### src/rtl/shd_pkg.sv
`timescale 1ns/1ps
package shd_pkg;
  localparam int MAX_LEN    = 16;
  localparam int CODE_W     = 16;
  localparam int SYM_W      = 8;
  localparam int LIST_DEPTH = 256;

  typedef enum logic [2:0] {
    K_MAXCODE = 3'd0,
    K_MINCODE = 3'd1,
    K_VALPTR  = 3'd2,
    K_SYMBOL  = 3'd3,
    K_EMPTY   = 3'd4
  } cfg_kind_e;

  typedef enum logic [1:0] {
    S_IDLE = 2'd0,
    S_GROW = 2'd1,
    S_EMIT = 2'd2
  } eng_state_e;
endpackage

### src/rtl/shd_len_table.sv
`timescale 1ns/1ps
module shd_len_table
  import shd_pkg::*;
#(
  parameter int MAX_LEN = 16,
  parameter int CODE_W  = 16,
  parameter int PTR_W   = 8,
  localparam int LEN_W  = $clog2(MAX_LEN + 1),
  localparam int LIDX_W = $clog2(MAX_LEN)
) (
  input  logic              clk,
  input  logic              wr_en,
  input  cfg_kind_e         wr_kind,
  input  logic [LIDX_W-1:0] wr_len_idx,
  input  logic [CODE_W-1:0] wr_data,
  input  logic [LEN_W-1:0]  look_len,
  output logic [CODE_W-1:0] look_max,
  output logic              look_empty,
  input  logic [LEN_W-1:0]  emit_len,
  output logic [CODE_W-1:0] emit_min,
  output logic [PTR_W-1:0]  emit_ptr
);
  logic [CODE_W-1:0] max_arr   [MAX_LEN];
  logic [CODE_W-1:0] min_arr   [MAX_LEN];
  logic [PTR_W-1:0]  ptr_arr   [MAX_LEN];
  logic              empty_arr [MAX_LEN];

  for (genvar g = 0; g < MAX_LEN; g++) begin : g_len
    logic [CODE_W-1:0] max_r;
    logic [CODE_W-1:0] min_r;
    logic [PTR_W-1:0]  ptr_r;
    logic              empty_r;
    logic              sel;

    assign sel = wr_en && (wr_len_idx == LIDX_W'(g));

    always_ff @(posedge clk) begin
      if (sel) begin
        case (wr_kind)
          K_MAXCODE: begin
            max_r   <= wr_data;
            empty_r <= 1'b0;
          end
          K_MINCODE: min_r   <= wr_data;
          K_VALPTR:  ptr_r   <= wr_data[PTR_W-1:0];
          K_EMPTY:   empty_r <= 1'b1;
          default:   ;
        endcase
      end
    end

    assign max_arr[g]   = max_r;
    assign min_arr[g]   = min_r;
    assign ptr_arr[g]   = ptr_r;
    assign empty_arr[g] = empty_r;
  end

  // Lengths are 1-based on the read side; anything out of range reads empty.
  always_comb begin
    look_max   = '0;
    look_empty = 1'b1;
    for (int i = 0; i < MAX_LEN; i++) begin
      if (look_len == LEN_W'(i + 1)) begin
        look_max   = max_arr[i];
        look_empty = empty_arr[i];
      end
    end
  end

  always_comb begin
    emit_min = '0;
    emit_ptr = '0;
    for (int i = 0; i < MAX_LEN; i++) begin
      if (emit_len == LEN_W'(i + 1)) begin
        emit_min = min_arr[i];
        emit_ptr = ptr_arr[i];
      end
    end
  end
endmodule

### src/rtl/shd_sym_store.sv
`timescale 1ns/1ps
module shd_sym_store #(
  parameter int DEPTH  = 256,
  parameter int SYM_W  = 8,
  localparam int IDX_W = $clog2(DEPTH)
) (
  input  logic             clk,
  input  logic             wr_en,
  input  logic [IDX_W-1:0] wr_idx,
  input  logic [SYM_W-1:0] wr_data,
  input  logic [IDX_W-1:0] rd_idx,
  output logic [SYM_W-1:0] rd_data
);
  logic [SYM_W-1:0] mem [DEPTH];

  always_ff @(posedge clk) begin
    if (wr_en) mem[wr_idx] <= wr_data;
  end

  assign rd_data = mem[rd_idx];
endmodule

### src/rtl/shd_engine.sv
`timescale 1ns/1ps
module shd_engine
  import shd_pkg::*;
#(
  parameter int MAX_LEN = 16,
  parameter int CODE_W  = 16,
  parameter int SYM_W   = 8,
  parameter int IDX_W   = 8,
  localparam int LEN_W  = $clog2(MAX_LEN + 1)
) (
  input  logic              clk,
  input  logic              rst,
  input  logic              bit_valid,
  input  logic              bit_data,
  output logic              bit_ready,
  output logic [LEN_W-1:0]  look_len,
  input  logic [CODE_W-1:0] look_max,
  input  logic              look_empty,
  output logic [LEN_W-1:0]  emit_len,
  input  logic [CODE_W-1:0] emit_min,
  input  logic [IDX_W-1:0]  emit_ptr,
  output logic [IDX_W-1:0]  list_idx,
  input  logic [SYM_W-1:0]  list_data,
  output logic              sym_valid,
  output logic [SYM_W-1:0]  sym_data,
  output logic              dec_err,
  output logic              idle
);
  eng_state_e        state_q;
  logic [LEN_W-1:0]  len_q;
  logic [CODE_W-1:0] code_q;

  logic              accept;
  logic [LEN_W-1:0]  cand_len;
  logic [CODE_W-1:0] cand_code;
  logic              hit;
  logic              at_last_len;

  assign bit_ready   = (state_q != S_EMIT);
  assign idle        = (state_q == S_IDLE);
  assign accept      = bit_valid && bit_ready;

  // Candidate code: first bit starts fresh at length 1, later bits shift in.
  assign cand_len    = (state_q == S_IDLE) ? LEN_W'(1) : len_q + LEN_W'(1);
  assign cand_code   = (state_q == S_IDLE) ? CODE_W'(bit_data)
                                           : {code_q[CODE_W-2:0], bit_data};
  assign look_len    = cand_len;
  assign hit         = !look_empty && (cand_code <= look_max);
  assign at_last_len = (cand_len == LEN_W'(MAX_LEN));

  // Index formation for the held code, used during the emit cycle.
  assign emit_len    = len_q;
  assign list_idx    = IDX_W'(CODE_W'(emit_ptr) + code_q - emit_min);

  always_ff @(posedge clk) begin
    if (rst) begin
      state_q   <= S_IDLE;
      len_q     <= '0;
      code_q    <= '0;
      sym_valid <= 1'b0;
      sym_data  <= '0;
      dec_err   <= 1'b0;
    end else begin
      sym_valid <= 1'b0;
      dec_err   <= 1'b0;
      case (state_q)
        S_IDLE, S_GROW: begin
          if (accept) begin
            if (hit) begin
              code_q  <= cand_code;
              len_q   <= cand_len;
              state_q <= S_EMIT;
            end else if (at_last_len) begin
              code_q  <= '0;
              len_q   <= '0;
              dec_err <= 1'b1;
              state_q <= S_IDLE;
            end else begin
              code_q  <= cand_code;
              len_q   <= cand_len;
              state_q <= S_GROW;
            end
          end
        end
        S_EMIT: begin
          sym_valid <= 1'b1;
          sym_data  <= list_data;
          code_q    <= '0;
          len_q     <= '0;
          state_q   <= S_IDLE;
        end
        default: state_q <= S_IDLE;
      endcase
    end
  end

  // symbol strobe lasts one cycle
  assert_sym_pulse_R4: assert property (@(posedge clk) disable iff (rst)
    sym_valid |=> !sym_valid);

  // a symbol follows a cycle in which input was refused
  assert_ready_gap_R4: assert property (@(posedge clk) disable iff (rst)
    sym_valid |-> !$past(bit_ready));

  // error strobe lasts one cycle and never coincides with a symbol
  assert_err_pulse_R5: assert property (@(posedge clk) disable iff (rst)
    dec_err |=> !dec_err);

  assert_err_no_sym_R5: assert property (@(posedge clk) disable iff (rst)
    !(dec_err && sym_valid));

  // an error only follows a code that had grown to one short of the limit
  assert_err_full_len_R5: assert property (@(posedge clk) disable iff (rst)
    dec_err |-> ($past(len_q) == LEN_W'(MAX_LEN - 1)));

  assert_len_bound_R5: assert property (@(posedge clk) disable iff (rst)
    len_q <= LEN_W'(MAX_LEN));

  // an empty length never ends a code
  assert_empty_no_match_R2: assert property (@(posedge clk) disable iff (rst)
    (accept && look_empty) |=> (state_q != S_EMIT));

  // no valid bit means the partial code is held
  assert_stall_hold_R3: assert property (@(posedge clk) disable iff (rst)
    (state_q != S_EMIT && !bit_valid) |=> ($stable(len_q) && $stable(code_q)));
endmodule

### src/rtl/serial_huff_decoder.sv
`timescale 1ns/1ps
module serial_huff_decoder
  import shd_pkg::*;
#(
  parameter int MAX_LEN    = shd_pkg::MAX_LEN,
  parameter int CODE_W     = shd_pkg::CODE_W,
  parameter int SYM_W      = shd_pkg::SYM_W,
  parameter int LIST_DEPTH = shd_pkg::LIST_DEPTH,
  localparam int IDX_W     = $clog2(LIST_DEPTH),
  localparam int LIDX_W    = $clog2(MAX_LEN),
  localparam int LEN_W     = $clog2(MAX_LEN + 1)
) (
  input  logic              clk,
  input  logic              rst,
  input  logic              bit_valid,
  input  logic              bit_data,
  output logic              bit_ready,
  input  logic              cfg_we,
  input  logic [2:0]        cfg_kind,
  input  logic [IDX_W-1:0]  cfg_addr,
  input  logic [CODE_W-1:0] cfg_data,
  output logic              sym_valid,
  output logic [SYM_W-1:0]  sym_data,
  output logic              dec_err
);
  cfg_kind_e         kind;
  logic              eng_idle;
  logic              wr_ok;
  logic              len_wr;
  logic              sym_wr;
  logic [LEN_W-1:0]  look_len;
  logic [CODE_W-1:0] look_max;
  logic              look_empty;
  logic [LEN_W-1:0]  emit_len;
  logic [CODE_W-1:0] emit_min;
  logic [IDX_W-1:0]  emit_ptr;
  logic [IDX_W-1:0]  list_idx;
  logic [SYM_W-1:0]  list_data;

  assign kind   = cfg_kind_e'(cfg_kind);
  assign wr_ok  = cfg_we && eng_idle;
  assign sym_wr = wr_ok && (kind == K_SYMBOL);
  assign len_wr = wr_ok && (cfg_addr < IDX_W'(MAX_LEN)) &&
                  (kind == K_MAXCODE || kind == K_MINCODE ||
                   kind == K_VALPTR  || kind == K_EMPTY);

  shd_len_table #(
    .MAX_LEN (MAX_LEN),
    .CODE_W  (CODE_W),
    .PTR_W   (IDX_W)
  ) u_len (
    .clk        (clk),
    .wr_en      (len_wr),
    .wr_kind    (kind),
    .wr_len_idx (cfg_addr[LIDX_W-1:0]),
    .wr_data    (cfg_data),
    .look_len   (look_len),
    .look_max   (look_max),
    .look_empty (look_empty),
    .emit_len   (emit_len),
    .emit_min   (emit_min),
    .emit_ptr   (emit_ptr)
  );

  shd_sym_store #(
    .DEPTH (LIST_DEPTH),
    .SYM_W (SYM_W)
  ) u_sym (
    .clk     (clk),
    .wr_en   (sym_wr),
    .wr_idx  (cfg_addr),
    .wr_data (cfg_data[SYM_W-1:0]),
    .rd_idx  (list_idx),
    .rd_data (list_data)
  );

  shd_engine #(
    .MAX_LEN (MAX_LEN),
    .CODE_W  (CODE_W),
    .SYM_W   (SYM_W),
    .IDX_W   (IDX_W)
  ) u_eng (
    .clk        (clk),
    .rst        (rst),
    .bit_valid  (bit_valid),
    .bit_data   (bit_data),
    .bit_ready  (bit_ready),
    .look_len   (look_len),
    .look_max   (look_max),
    .look_empty (look_empty),
    .emit_len   (emit_len),
    .emit_min   (emit_min),
    .emit_ptr   (emit_ptr),
    .list_idx   (list_idx),
    .list_data  (list_data),
    .sym_valid  (sym_valid),
    .sym_data   (sym_data),
    .dec_err    (dec_err),
    .idle       (eng_idle)
  );

  // a table write is never taken while a code is in progress
  assert_write_idle_R6: assert property (@(posedge clk) disable iff (rst)
    (cfg_we && !eng_idle) |-> !(len_wr || sym_wr));
endmodule

### config.mk
export PLATFORM = sky130hd
export DESIGN_NAME = serial_huff_decoder
export DESIGN_NICKNAME = d
export VERILOG_FILES = /design/src/rtl/shd_pkg.sv /design/src/rtl/shd_len_table.sv /design/src/rtl/shd_sym_store.sv /design/src/rtl/shd_engine.sv /design/src/rtl/serial_huff_decoder.sv
export SDC_FILE = /design/constraint.sdc
export NUM_CORES = 2
export LEC_CHECK = 0
export BUFFER_PORTS_ARGS = -buffer_cell sky130_fd_sc_hd__buf_4
export CORE_UTILIZATION = 47
export DETAILED_ROUTE_END_ITERATION = 6
export SLEW_MARGIN = 30
export SYNTH_ARGS = -nofsm -noshare
export SYNTH_HDL_FRONTEND = slang
export SYNTH_SLANG_ARGS = --single-unit
### constraint.sdc
create_clock -name clk -period 7.3 [get_ports clk]
set_clock_uncertainty 0.05 [all_clocks]
set_input_delay 0.73 -clock clk [delete_from_list [all_inputs] [get_ports clk]]
set_output_delay 0.73 -clock clk [all_outputs]
set_load 0.005 [all_outputs]
==> qor.yml <==
detail_route.iter0.violations: 5581
timing.final.hold_violations: 0
pwrdens_mw_per_mm2: 296
leading_post_synthesis_cells_by_instance_count: "edfxtp_1 (2576), mux4_2 (624), nor2_1 (414), clkbuf_1 (214), nand2_1 (147)"
floorplan.die_area_mm2: 0.218
vdd.ir_drop.worst_v: 0.000254
port-buffer-count: 42
grt_first_pass_wirelength_um: 366000
drtAntennaViolNets: 0
cp_cell_sequence: "ha_1 -> buf_4 -> a22oi_1 -> o21ai_0 -> a221oi_1 -> nor3_1 -> a21oi_1 -> o21ai_0 -> o221ai_1 -> a221o_1 -> fa_1 -> inv_1 -> fa_4 -> buf_12 -> buf_12 -> buf_12 -> mux4_2 -> mux4_2 -> mux2i_1 -> nand2_1 -> o211ai_1 -> nand4_1 -> o311a_1"
synth.top_cells.by_area: "edfxtp_1 (76%), mux4_2 (14%), nor2_1 (1.5%), clkbuf_1 (0.79%), a22oi_1 (0.65%)"
whs_path_depth: 1
insertion_delay_ps: 890
drc: 0
ctsLongestPathBuffers: 4
synth_seq_cells: 2608
fmax_ghz: 0.143
yosys.area.top_type: "edfxtp_1"
max-slew-margin-rel: 0.303
synth_async_sr_flop_share: 0
die-width_um: 467
total_switching_power_mw: 8.08
ys_types: 84
timing.critical_path.buf_inv: 5
area_growth_syn_to_layout_pct: 13.1
place_hpwl_um: 150000
wl_per_cell_um: 30.8
critical_path.max_stage_delay_ps: 810
p_sw_frac: 0.237
clock_network_fraction_of_design_power: 0.391
unrepaired_setup_endpoints_after_global_routing: "false"
fin_crit_sh: 0.957
total_overflow_reported_by_the_global_router: 0
dr.pass1.iters: 6
post_cts.repair.setup_buffers: 0
power.share.sequential: 0.483
final_routed_wirelength_across_all_metal_layers_um: 253000
final.setup.tns_ps: 0
grt_max_degree: 192
cp_top_family: "compound AO/OA/AOI/OAI gates"
yosys.area_share.simple: 0.0360
crit_slowest_cell: "fa_4"
yosysMostFrequentCell: "edfxtp_1"
synth_top_area_frac: 0.760
start_to_end_type_of_the_worst_setup_path: "reg2reg"
num_io_pins: 43
synth.yosys.warnings: 0
avgSynthCellArea_um2: 20.4
clk_pin_slew_worst_paths_ps: 60
effective_utilization_at_floorplan: 0.474
timing.critical_path.from_type: "flop"
nets: 5261
pint_mw: 26.0
critPathMostFrequentCell: "buf_12"
synth-compound-area-share: 0.0344
gp_routability_congestion: 0.843
maxCapViolations: 0
avgViaCountPerCell: 6.15
cp.depth: 23
fraction_of_layout_cells_with_a_size_suffix_above_1: 0.236
synth-xor-area-share: 0.000934
synthesis.nets: 5050
yosys-mux-area-fraction: 0.145
worst_slew_pin_slew_ps: 1040
yosys.area_share.adder: 0.00494
worstRegToRegCells: 23
core_area_mm2: 0.215
final_core_utilization: 0.536
number_of_global_route_vias_before_repair: 50700
seq_area_frac_synth: 0.766
post-place-ws_ps: 326
final_critical_path_setup_slack_ps: 315
critical_path_arrival_ps: 7750
htreeDepth: 5
syn_area_mm2: 0.102
detailroute.via_count: 50500
synth_flop_cell: "edfxtp_1"
outcome: "finished clean"
path_max_fanout: 33
cts_hold_repair.buffers: 0
clock-sinks: 2608
track_usage: 0.233
die_y_um: 467
period_minus_slack_ps: 6980
fp-row-count: 170
netlist_instances: 4982
number_of_buffers_created_by_cts: 288
timing.critical_path.to_type: "flop"
slew_violations: 0
power.combinational.fraction: 0.126
setup-violations-final: 0
synth_top_family_by_area: "multiplexers"
crit_required_ps: 8060
grt_antenna_before_repair: 11
clock_tree_from_tritoncts: "built"
cts_resized: 0
ctsRootBufferMaster: "clkbuf_16"
edff_count_synth: 2576
worst_hold_path_type: "in2reg"
power.leakage_nw: 35.4
cell families after synthesis:
group,count (synthesis)
DFF,2608
muxes,690
xor gates and xnor gates,10
adders and majority gates,36
AOI/OAI and AO/OA,492
and+or+nand+nor,816
buffers and inverters,330
sequential cells by signal (all words and copies together) (netlist names):
register / cells
u_eng.emit_len: 5
u_len.g_len.min_r: 128
u_eng.state_q: 2
u_len.g_len.ptr_r: 128
u_len.g_len.max_r: 256
u_eng.sym_valid: 1
u_eng.dec_err: 1
u_sym.mem: 2048
u_eng.code_q: 15
u_len.g_len.empty_r: 16
u_eng.sym_data: 8
layout make-up:
class                   instances  area (um2)
inverters                      21        78.8
well taps                    2838        3550
clock inverters               122         815
multi-input cells            2044       22700
repair buffers                230        2330
diodes                          5        12.5
clock buffers                 354        7630
fillers                     16400       99700
flip-flops and latches       2608       78000
power groups by stage:
stage	Clock, mW	Sequential, mW	Combinational (mW)
CTS	13.5	16.5	4.30
floorplan	0	16.8	2.51
global route	14.1	16.5	4.47
detailed placement	0	16.8	4.29
finish	13.3	16.5	4.28
global placement	0	16.8	4.28
final timing paths:
check | start | to | slack [ps]
max | u_eng.emit_len[1] | u_eng.sym_data[7] | 320
min | cfg_data[9] | u_len.g_len[15].max_r[9] | 70
max reg2reg | u_eng.emit_len[1] | u_eng.sym_data[7] | 320
min reg2reg | u_eng.code_q[14] | u_eng.code_q[14] | 430
placed cells by master (no fill, tap or decap), types with 22 or more instances in the layout:
master     instances
buf_12            38
nor2_1           408
o22ai_1           22
a221oi_1          46
mux2i_1           54
o211ai_1          27
a22oi_1           88
nand3_1           61
clkbuf_1          57
dfxtp_1           32
nand2_1          138
clkinv_2          41
buf_4            178
clkinv_1          65
clkbuf_16        296
o21ai_0           70
a22o_1            23
a211oi_1          34
a21oi_1           67
edfxtp_1        2576
mux4_2           624
nor2b_1           33
nor3_1            36
ha_1              28
metal layers:
layer	global-route usage	vias up	wire length, um
met3	0.0359	400	18000
li1	-	21100	-
met5	0	-	23
met1	0.340	27100	107000
met4	0.0623	4	6120
met2	0.369	1940	122000
through the flow:
step | hold WS [ps] | std cells | total power [mW] | area, um2
6_report | 72.9 | 8222 | 34.1 | 115000
5_1_grt | 42.6 | 8219 | 35.0 | 115000
4_1_cts | 23.6 | 8214 | 34.3 | 115000
3_5_place_dp | 412 | 7738 | 21.1 | 107000
3_3_place_gp | 419 | 7738 | 21.1 | 106000
2_1_floorplan | 391 | 4982 | 19.3 | 102000
Power figures use the tool's default switching activity.
